===== src/rtl/flash_cmd_pkg.sv =====
`timescale 1ns/1ps
package flash_cmd_pkg;
    localparam int KEY_W = 15;

    localparam logic [KEY_W-1:0] KEY_ADDR_A = 15'h5555;
    localparam logic [KEY_W-1:0] KEY_ADDR_B = 15'h2AAA;

    localparam logic [7:0] CODE_UNL_A   = 8'hAA;
    localparam logic [7:0] CODE_UNL_B   = 8'h55;
    localparam logic [7:0] CODE_PROG    = 8'hA0;
    localparam logic [7:0] CODE_ERASE   = 8'h80;
    localparam logic [7:0] CODE_ID_IN   = 8'h90;
    localparam logic [7:0] CODE_ID_OUT  = 8'hF0;
    localparam logic [7:0] CODE_SECTOR  = 8'h30;
    localparam logic [7:0] CODE_CHIP    = 8'h10;

    localparam logic [7:0] MAKER_CODE   = 8'hBF;
    localparam logic [7:0] ERASED_BYTE  = 8'hFF;

    typedef enum logic [2:0] {
        SQ_IDLE,
        SQ_UNL1,
        SQ_UNL2,
        SQ_PGM,
        SQ_ERA3,
        SQ_ERA4,
        SQ_ERA5
    } seq_e;

    typedef enum logic [1:0] {
        RSEL_ARRAY  = 2'd0,
        RSEL_IDENT  = 2'd1,
        RSEL_STATUS = 2'd2
    } rsel_e;
endpackage


===== src/rtl/key_addr_match.sv =====
`timescale 1ns/1ps
module key_addr_match
    import flash_cmd_pkg::*;
(
    input  logic [KEY_W-1:0] key_addr,
    output logic             hit_a,
    output logic             hit_b
);
    always_comb begin
        hit_a = (key_addr == KEY_ADDR_A);
        hit_b = (key_addr == KEY_ADDR_B);
    end
endmodule


===== src/rtl/id_rom.sv =====
`timescale 1ns/1ps
module id_rom
    import flash_cmd_pkg::*;
#(
    parameter int ADDR_W = 18
) (
    input  logic [ADDR_W-1:0] rd_addr,
    output logic [7:0]        id_byte
);
    logic [7:0] dev_code;

    generate
        if (ADDR_W <= 17) begin : g_d17
            assign dev_code = 8'hD5;
        end else if (ADDR_W == 18) begin : g_d18
            assign dev_code = 8'hD6;
        end else begin : g_d19
            assign dev_code = 8'hD7;
        end
    endgenerate

    always_comb begin
        if (rd_addr == '0)
            id_byte = MAKER_CODE;
        else if (rd_addr == ADDR_W'(1))
            id_byte = dev_code;
        else
            id_byte = 8'h00;
    end
endmodule


===== src/rtl/cmd_seq_fsm.sv =====
`timescale 1ns/1ps
module cmd_seq_fsm
    import flash_cmd_pkg::*;
#(
    parameter int ADDR_W   = 18,
    parameter int SECT_LSB = 12
) (
    input  logic              clk,
    input  logic              rst_n,
    input  logic              wr_en,
    input  logic              busy,
    input  logic [ADDR_W-1:0] wr_addr,
    input  logic [7:0]        wr_data,
    input  logic              hit_a,
    input  logic              hit_b,
    output logic              prog_start,
    output logic              sect_start,
    output logic              chip_start,
    output logic [ADDR_W-1:0] op_addr,
    output logic [7:0]        op_data,
    output logic              id_mode
);
    localparam logic [ADDR_W-1:0] SECT_MASK =
        {{(ADDR_W-SECT_LSB){1'b1}}, {SECT_LSB{1'b0}}};

    typedef struct packed {
        seq_e              seq;
        logic              id;
        logic              prog;
        logic              sect;
        logic              chip;
        logic [ADDR_W-1:0] addr;
        logic [7:0]        data;
    } fsm_t;

    fsm_t st_q, st_d;
    logic accept;

    always_comb begin
        accept    = wr_en && !busy;
        st_d      = st_q;
        st_d.prog = 1'b0;
        st_d.sect = 1'b0;
        st_d.chip = 1'b0;
        if (accept) begin
            st_d.seq = SQ_IDLE;
            unique case (st_q.seq)
                SQ_IDLE: if (hit_a && wr_data == CODE_UNL_A) st_d.seq = SQ_UNL1;
                SQ_UNL1: if (hit_b && wr_data == CODE_UNL_B) st_d.seq = SQ_UNL2;
                SQ_UNL2: begin
                    if (hit_a) begin
                        if (wr_data == CODE_PROG)   st_d.seq = SQ_PGM;
                        if (wr_data == CODE_ERASE)  st_d.seq = SQ_ERA3;
                        if (wr_data == CODE_ID_IN)  st_d.id  = 1'b1;
                        if (wr_data == CODE_ID_OUT) st_d.id  = 1'b0;
                    end
                end
                SQ_PGM: begin
                    st_d.prog = 1'b1;
                    st_d.addr = wr_addr;
                    st_d.data = wr_data;
                end
                SQ_ERA3: if (hit_a && wr_data == CODE_UNL_A) st_d.seq = SQ_ERA4;
                SQ_ERA4: if (hit_b && wr_data == CODE_UNL_B) st_d.seq = SQ_ERA5;
                SQ_ERA5: begin
                    if (wr_data == CODE_SECTOR) begin
                        st_d.sect = 1'b1;
                        st_d.addr = wr_addr & SECT_MASK;
                        st_d.data = ERASED_BYTE;
                    end else if (hit_a && wr_data == CODE_CHIP) begin
                        st_d.chip = 1'b1;
                        st_d.addr = '0;
                        st_d.data = ERASED_BYTE;
                    end
                end
                default: st_d.seq = SQ_IDLE;
            endcase
        end
    end

    always_ff @(posedge clk or negedge rst_n) begin
        if (!rst_n) begin
            st_q <= '{seq: SQ_IDLE, id: 1'b0, prog: 1'b0, sect: 1'b0,
                      chip: 1'b0, addr: '0, data: '0};
        end else begin
            st_q <= st_d;
        end
    end

    assign prog_start = st_q.prog;
    assign sect_start = st_q.sect;
    assign chip_start = st_q.chip;
    assign op_addr    = st_q.addr;
    assign op_data    = st_q.data;
    assign id_mode    = st_q.id;
endmodule


===== src/rtl/flash_cmd_dec.sv =====
`timescale 1ns/1ps
module flash_cmd_dec
    import flash_cmd_pkg::*;
#(
    parameter int ADDR_W   = 18,
    parameter int SECT_LSB = 12
) (
    input  logic              clk,
    input  logic              rst_n,
    input  logic              wr_en,
    input  logic [ADDR_W-1:0] wr_addr,
    input  logic [7:0]        wr_data,
    input  logic              busy,
    input  logic [ADDR_W-1:0] rd_addr,
    output logic              prog_start,
    output logic              sect_erase_start,
    output logic              chip_erase_start,
    output logic [ADDR_W-1:0] op_addr,
    output logic [7:0]        op_data,
    output logic [1:0]        rd_sel,
    output logic [7:0]        id_byte
);
    logic hit_a, hit_b, id_mode;

    key_addr_match i_match (
        .key_addr (wr_addr[KEY_W-1:0]),
        .hit_a    (hit_a),
        .hit_b    (hit_b)
    );

    cmd_seq_fsm #(.ADDR_W(ADDR_W), .SECT_LSB(SECT_LSB)) i_fsm (
        .clk        (clk),
        .rst_n      (rst_n),
        .wr_en      (wr_en),
        .busy       (busy),
        .wr_addr    (wr_addr),
        .wr_data    (wr_data),
        .hit_a      (hit_a),
        .hit_b      (hit_b),
        .prog_start (prog_start),
        .sect_start (sect_erase_start),
        .chip_start (chip_erase_start),
        .op_addr    (op_addr),
        .op_data    (op_data),
        .id_mode    (id_mode)
    );

    id_rom #(.ADDR_W(ADDR_W)) i_idrom (
        .rd_addr (rd_addr),
        .id_byte (id_byte)
    );

    always_comb begin
        if (busy)
            rd_sel = RSEL_STATUS;
        else if (id_mode)
            rd_sel = RSEL_IDENT;
        else
            rd_sel = RSEL_ARRAY;
    end
endmodule


===== config.mk =====
export PLATFORM = sky130hd
export DESIGN_NAME = flash_cmd_dec
export DESIGN_NICKNAME = d
export VERILOG_FILES = /design/src/rtl/flash_cmd_pkg.sv /design/src/rtl/key_addr_match.sv /design/src/rtl/id_rom.sv /design/src/rtl/cmd_seq_fsm.sv /design/src/rtl/flash_cmd_dec.sv
export SDC_FILE = /design/constraint.sdc
export NUM_CORES = 1
export LEC_CHECK = 0
export BUFFER_PORTS_ARGS = -buffer_cell sky130_fd_sc_hd__buf_2
export CAP_MARGIN = 10
export CORE_MARGIN = 3
export CORE_UTILIZATION = 50
export DETAILED_ROUTE_END_ITERATION = 10
export GPL_TIMING_DRIVEN = 0
export PLACE_DENSITY = 0.77
export SETUP_SLACK_MARGIN = 0.05
export SKIP_LAST_GASP = 1
export SLEW_MARGIN = 20
export SYNTH_ARGS = -nofsm -noshare
export SYNTH_HDL_FRONTEND = slang
export SYNTH_SLANG_ARGS = --single-unit

===== constraint.sdc =====
create_clock -name clk -period 2.1 [get_ports clk]
set_input_delay 0.21 -clock clk [delete_from_list [all_inputs] [get_ports clk]]
set_output_delay 0.21 -clock clk [all_outputs]
set_load 0.01 [all_outputs]

**Yosys cells after proc, flatten, opt, wreduce, memory -nomap -nowiden**

Index checks and enable logic that the tools add are counted.

- Reduce and logical (&&, ||, !) cells: 11
- Mux-type cells: 22
- Equal/unequal tests: 18

Operator list:

| kind | count |
|---|---|
| $pmux W26 S2 | 1 |
| $eq A8 B8 Y1 const B | 5 |
| $mux W29 | 1 |
| $mux W27 | 1 |
| $mux W26 | 1 |
| $eq A18 B1 Y1 const B | 1 |
| $logic_not A18 Y1 | 1 |
| $mux W8 | 2 |
| $eq A15 B14 Y1 const B | 1 |
| $eq A15 B15 Y1 const B | 1 |
| $pmux W3 S5 | 1 |
| $eq A3 B3 Y1 const B | 3 |
| $mux W3 | 3 |
| $eq A8 B5 Y1 const B | 1 |
| $eq A8 B6 Y1 const B | 1 |
| $eq A8 B7 Y1 const B | 1 |
| $mux W2 | 4 |
| $mux W1 | 7 |
| $eq A3 B2 Y1 const B | 2 |
| $logic_and A1 B1 Y1 | 4 |
| $mux W4 | 1 |
| $reduce_and A4 Y1 | 1 |
| $reduce_bool A2 Y1 | 2 |
| $eq A3 B1 Y1 const B | 1 |
| 4 further kinds | 4 |

- Output and inout port bits: 39
- Flip-flop bits (word level): 33

**Longest topological paths before layout**

- Depth after elaboration: 6
- Mapped depth: 6

**Hierarchy**

A second synthesis with hierarchy kept.

- Cells, all modules: 218
- Area total of the unflattened synthesis: 2,075.7 µm²

Modules (own cells, without submodules):

| module | area an instance (µm²) | times used | cells each |
|---|---|---|---|
| cmd_seq_fsm | 1,853.0 | 1 | 191 |
| id_rom | 106.4 | 1 | 15 |
| key_addr_match | 95.1 | 1 | 10 |
| flash_cmd_dec | 21.3 | 1 | 2 |

**Least setup slack after synthesis**

No wires, ideal clock.

- Kind: in2out
- From: input port rd_addr[11]
- To: output port id_byte[3]
- Path buffers: 1
- Setup slack: 114 ps
- Cell stages on the path: 5
- Arrival time: 1,776 ps
- Path through: nor4_1 nand4_1 nor4_1 nor2b_1 buf_4

- Cells in the longest elaborated chain, start to end: 2

Ends and longest elaborated chain:

| what | line | RTL |
|---|---|---|
| from (decl) | flash_cmd_dec.sv:14 | `input logic [ADDR_W-1:0] rd_addr,` |
| $logic_not A18 Y1 | id_rom.sv:23 | `if (rd_addr == '0)` |
| $mux W8 | id_rom.sv:23 |  |
| to (decl) | flash_cmd_dec.sv:21 | `output logic [7:0] id_byte` |

No other way between the ends.

**Worst setup path in the final report**

- From: input port wr_addr[11]
- To: register i_fsm.st_q (netlist bit i_fsm.id_mode)

- Cells in the longest elaborated chain, start to end: 2

Ends and longest elaborated chain:

| what | line | RTL |
|---|---|---|
| from (decl) | flash_cmd_dec.sv:11 | `input logic [ADDR_W-1:0] wr_addr,` |
| $eq A15 B15 Y1 | key_addr_match.sv:10 | `hit_a = (key_addr == KEY_ADDR_A);` |
| $reduce_and A4 Y1 (no line) | -- |  |
| to (signal assigned) | cmd_seq_fsm.sv:83 | `st_q <= '{seq: SQ_IDLE, id: 1'b0, prog: 1'b0, sect: 1'b0,` |
| to (signal assigned) | cmd_seq_fsm.sv:86 | `st_q <= st_d;` |
| to (decl) | cmd_seq_fsm.sv:36 | `fsm_t st_q, st_d;` |

No other way between the ends.
A chain may end at the register's enable or synchronous reset.

==> results.sh <==
export IMPL_violations="negative hold slack"
export IMPL_synth_top_area_share=0.341
export IMPL_ant_nets=0
export IMPL_synth_top_area_cell="dfrtp_1"
export IMPL_grt_max_degree=34
export IMPL_ctsRootBufferMaster="clkbuf_8"
export IMPL_final_fill_count=406
export IMPL_ios=87
export IMPL_drv_cap=0
export IMPL_ctsHoldBuffers=0
export IMPL_critPathCaptureType="flop"
export IMPL_synth_edf_count=0
export IMPL_final_nets=418
export IMPL_num_vias=2593
export IMPL_numClockSinks=33
export IMPL_async_reset_ff_frac=1.00
export IMPL_fin_util=0.674
export IMPL_setup_viol=0
export IMPL_post_dp_hpwl_mm=5.19
export IMPL_firstDrtPassIters=5
export IMPL_numPlacedInstances=415
export IMPL_grt_pass1_wl_mm=11.2
export IMPL_status="complete, but fails checks"
export IMPL_drtIter0Drc=288
export IMPL_tightest_slew_ps=858
export IMPL_worstPathRequired_ps=2280
export IMPL_period_share=0.935
export IMPL_fin_crit_ps=1960
export IMPL_drc_errors=0
export IMPL_hold_viol=33
export IMPL_htree_num_levels=2
export IMPL_syn_inst=278
export IMPL_worstPathArrival_ps=2140
export IMPL_synth_area_top_cells="dfrtp_1 34%, buf_4 10%, o221ai_1 6.5%"
export IMPL_core_area_mm2=0.00450
export IMPL_leakage_nw=1.43
export IMPL_peakVddDrop_mv=0.311
export IMPL_critical_path_max_fanout=6
export IMPL_clock_skew_ps=3.51
export IMPL_r2r_slack_ps=190
export IMPL_clockBufferDepth=2
export IMPL_instances_no_fill=423
export IMPL_syn_nets=326
export IMPL_drive_above_1_share=0.388
export IMPL_initial_core_util=0.538
export IMPL_diodes=0
export IMPL_clock_latency_ps=300
export IMPL_drt_wirelength_per_cell_um=16.9
export IMPL_r2r_end="i_fsm.id_mode$_DFFE_PN0P_"
export IMPL_relSlewSlack=0.423
export IMPL_first_global_vias=2379
export IMPL_max_freq_mhz=509
export IMPL_ys_ff_latch=33
export IMPL_startpoint_type="input port"
export IMPL_path_clk_slew_ps=70
export IMPL_die_area_mm2=0.00572
export IMPL_power_density_mw_per_mm2=427
export IMPL_endpoint="i_fsm.id_mode$_DFFE_PN0P_"
export IMPL_totalNegativeSetupSlack_ps=0
export IMPL_antenna_found_initial=0
export IMPL_slew_violations=0
export IMPL_rows=24
export IMPL_yosys_cell_types_count=43
export IMPL_synth_ff_type="dfrtp_1"
export IMPL_synth_seq_area_share=0.341
export IMPL_cts_tree="done"
export IMPL_netlist_area_mm2=0.00242
export IMPL_criticalPathCategory="input port to flop"
export IMPL_totalWireLength_mm=7.16
export IMPL_routabilityCongestion=0.931
export IMPL_port_buffer_count=85
export IMPL_r2r_start="i_fsm.st_q[30]$_DFFE_PN0P_"
export IMPL_cp_startpoint="wr_addr[11]"
export IMPL_die_x_um=75.6
export IMPL_viasPerCell=6.13
export IMPL_grt_overflow=0
export IMPL_r2r_cells=4
export IMPL_syn2layout_area_growth_pct=25.3
export IMPL_rsz0062_at_grt="false"
export IMPL_hold_class="input port to async pin"
export IMPL_synth_warning_count=0
export IMPL_cts_buffers=5
export IMPL_synth_avg_cell_area_um2=8.72
export IMPL_holdWs_ps=-16.9
export IMPL_die_h_um=75.6
export IMPL_track_usage=0.259
worst max-delay path, stage by stage:
cell and delay, ps:
buf_2 120, or4b_1 560, nor4_1 730, a31oi_1 140, or3_1 380
where the power goes:
group          leakage, nW  switching [mW]  internal, mW
Clock               0.0542           0.248         0.296
Sequential           0.456      0.00000798         0.635
Combinational        0.919          0.0671        0.0499
through the flow:
stage / setup WS (ps) / power [mW] / instance area [um2]
floorplan: 114 / 0.678 / 2420
global placement: -232 / 0.760 / 2910
detailed placement: -257 / 0.761 / 2910
CTS: 73.7 / 1.30 / 3030
global route: 51.6 / 1.34 / 3040
finish: 136 / 1.30 / 3040
flip-flops by register name (all words and copies together) (netlist names):
| register | count |
|---|---|
| i_fsm.st_q | 3 |
| i_fsm.sect_start | 1 |
| i_fsm.op_addr | 18 |
| i_fsm.id_mode | 1 |
| i_fsm.prog_start | 1 |
| i_fsm.chip_start | 1 |
| i_fsm.op_data | 8 |
how the worst min path moves through the flow:
stage / cells after the start / start / slack (ps) / end
6_report: 1 / rst_n / -20 / i_fsm.chip_start$_DFF_PN0_
5_1_grt: 1 / rst_n / 40 / i_fsm.sect_start$_DFF_PN0_
4_1_cts: 1 / rst_n / 20 / i_fsm.chip_start$_DFF_PN0_
3_5_place_dp: 1 / rst_n / 340 / i_fsm.chip_start$_DFF_PN0_
3_3_place_gp: 1 / rst_n / 330 / i_fsm.chip_start$_DFF_PN0_
2_1_floorplan: 0 / rst_n / -90 / i_fsm.chip_start$_DFF_PN0_
cell usage in the layout, fill, tap and decap left out, types with 9 or more instances in the layout:
master    Yosys  layout
nand2_1      17      17
dfrtp_1      33      33
o221ai_1     18      18
a21oi_1      16      16
o21ai_0      21      21
buf_2         0      85
nor2b_1      16      16
clkbuf_1     17      15
buf_4        33      33
nand3_1       9       9
synthesized netlist by cell type (2+ instances only):
cell type  count
nand3_1        9
a21o_1         2
nand4_1        6
a211oi_1       8
nor3b_1        2
nand2_1       17
o21ai_0       21
clkbuf_1      17
a21oi_1       16
and4_1         2
nor2_1         7
buf_4         33
a221oi_2       8
or3_1          3
and2_1         3
nor4b_1        2
nor2b_1       16
inv_1          7
dfrtp_1       33
or4bb_1        5
o22ai_1        8
o221ai_1      18
nor3_1         2
a31oi_1        8
nor4_1         6
nand2b_1       2
final cells by class:
class,count,area (um2),area share
multi-input combinational,185,1260,0.415
clock buffer,7,96.3,0.0317
timing repair buffer,85,425,0.140
sequential,33,826,0.272
tap,52,65.1,0.0214
buffer,52,329,0.108
clock inverter,1,5.00,0.00165
inverter,8,30.0,0.00988
cell families (layout without fill, tap and decap cells):
logic type	after synthesis	in the layout	synth area share
simple gates	95	95	0.246
compound gates	90	90	0.266
buf+inv	60	153	0.147
flops	33	33	0.341
routing by layer:
layer / share of wire / vias to the layer above / routed length, um / global-route usage
li1: - / 1213 / - / -
met1: 0.42 / 1218 / 3030 / 0.341
met2: 0.47 / 154 / 3370 / 0.425
met3: 0.093 / 8 / 666 / 0.0541
met4: 0.012 / 0 / 84 / 0.0874
met5: 0 / - / 0 / 0
repair_timing:
action	CTS	global route
gates resized for setup	2	5
endpoints found under the setup margin	3	26
buffers inserted	0	0
Note: power is estimated with default switching activity, not from simulation.
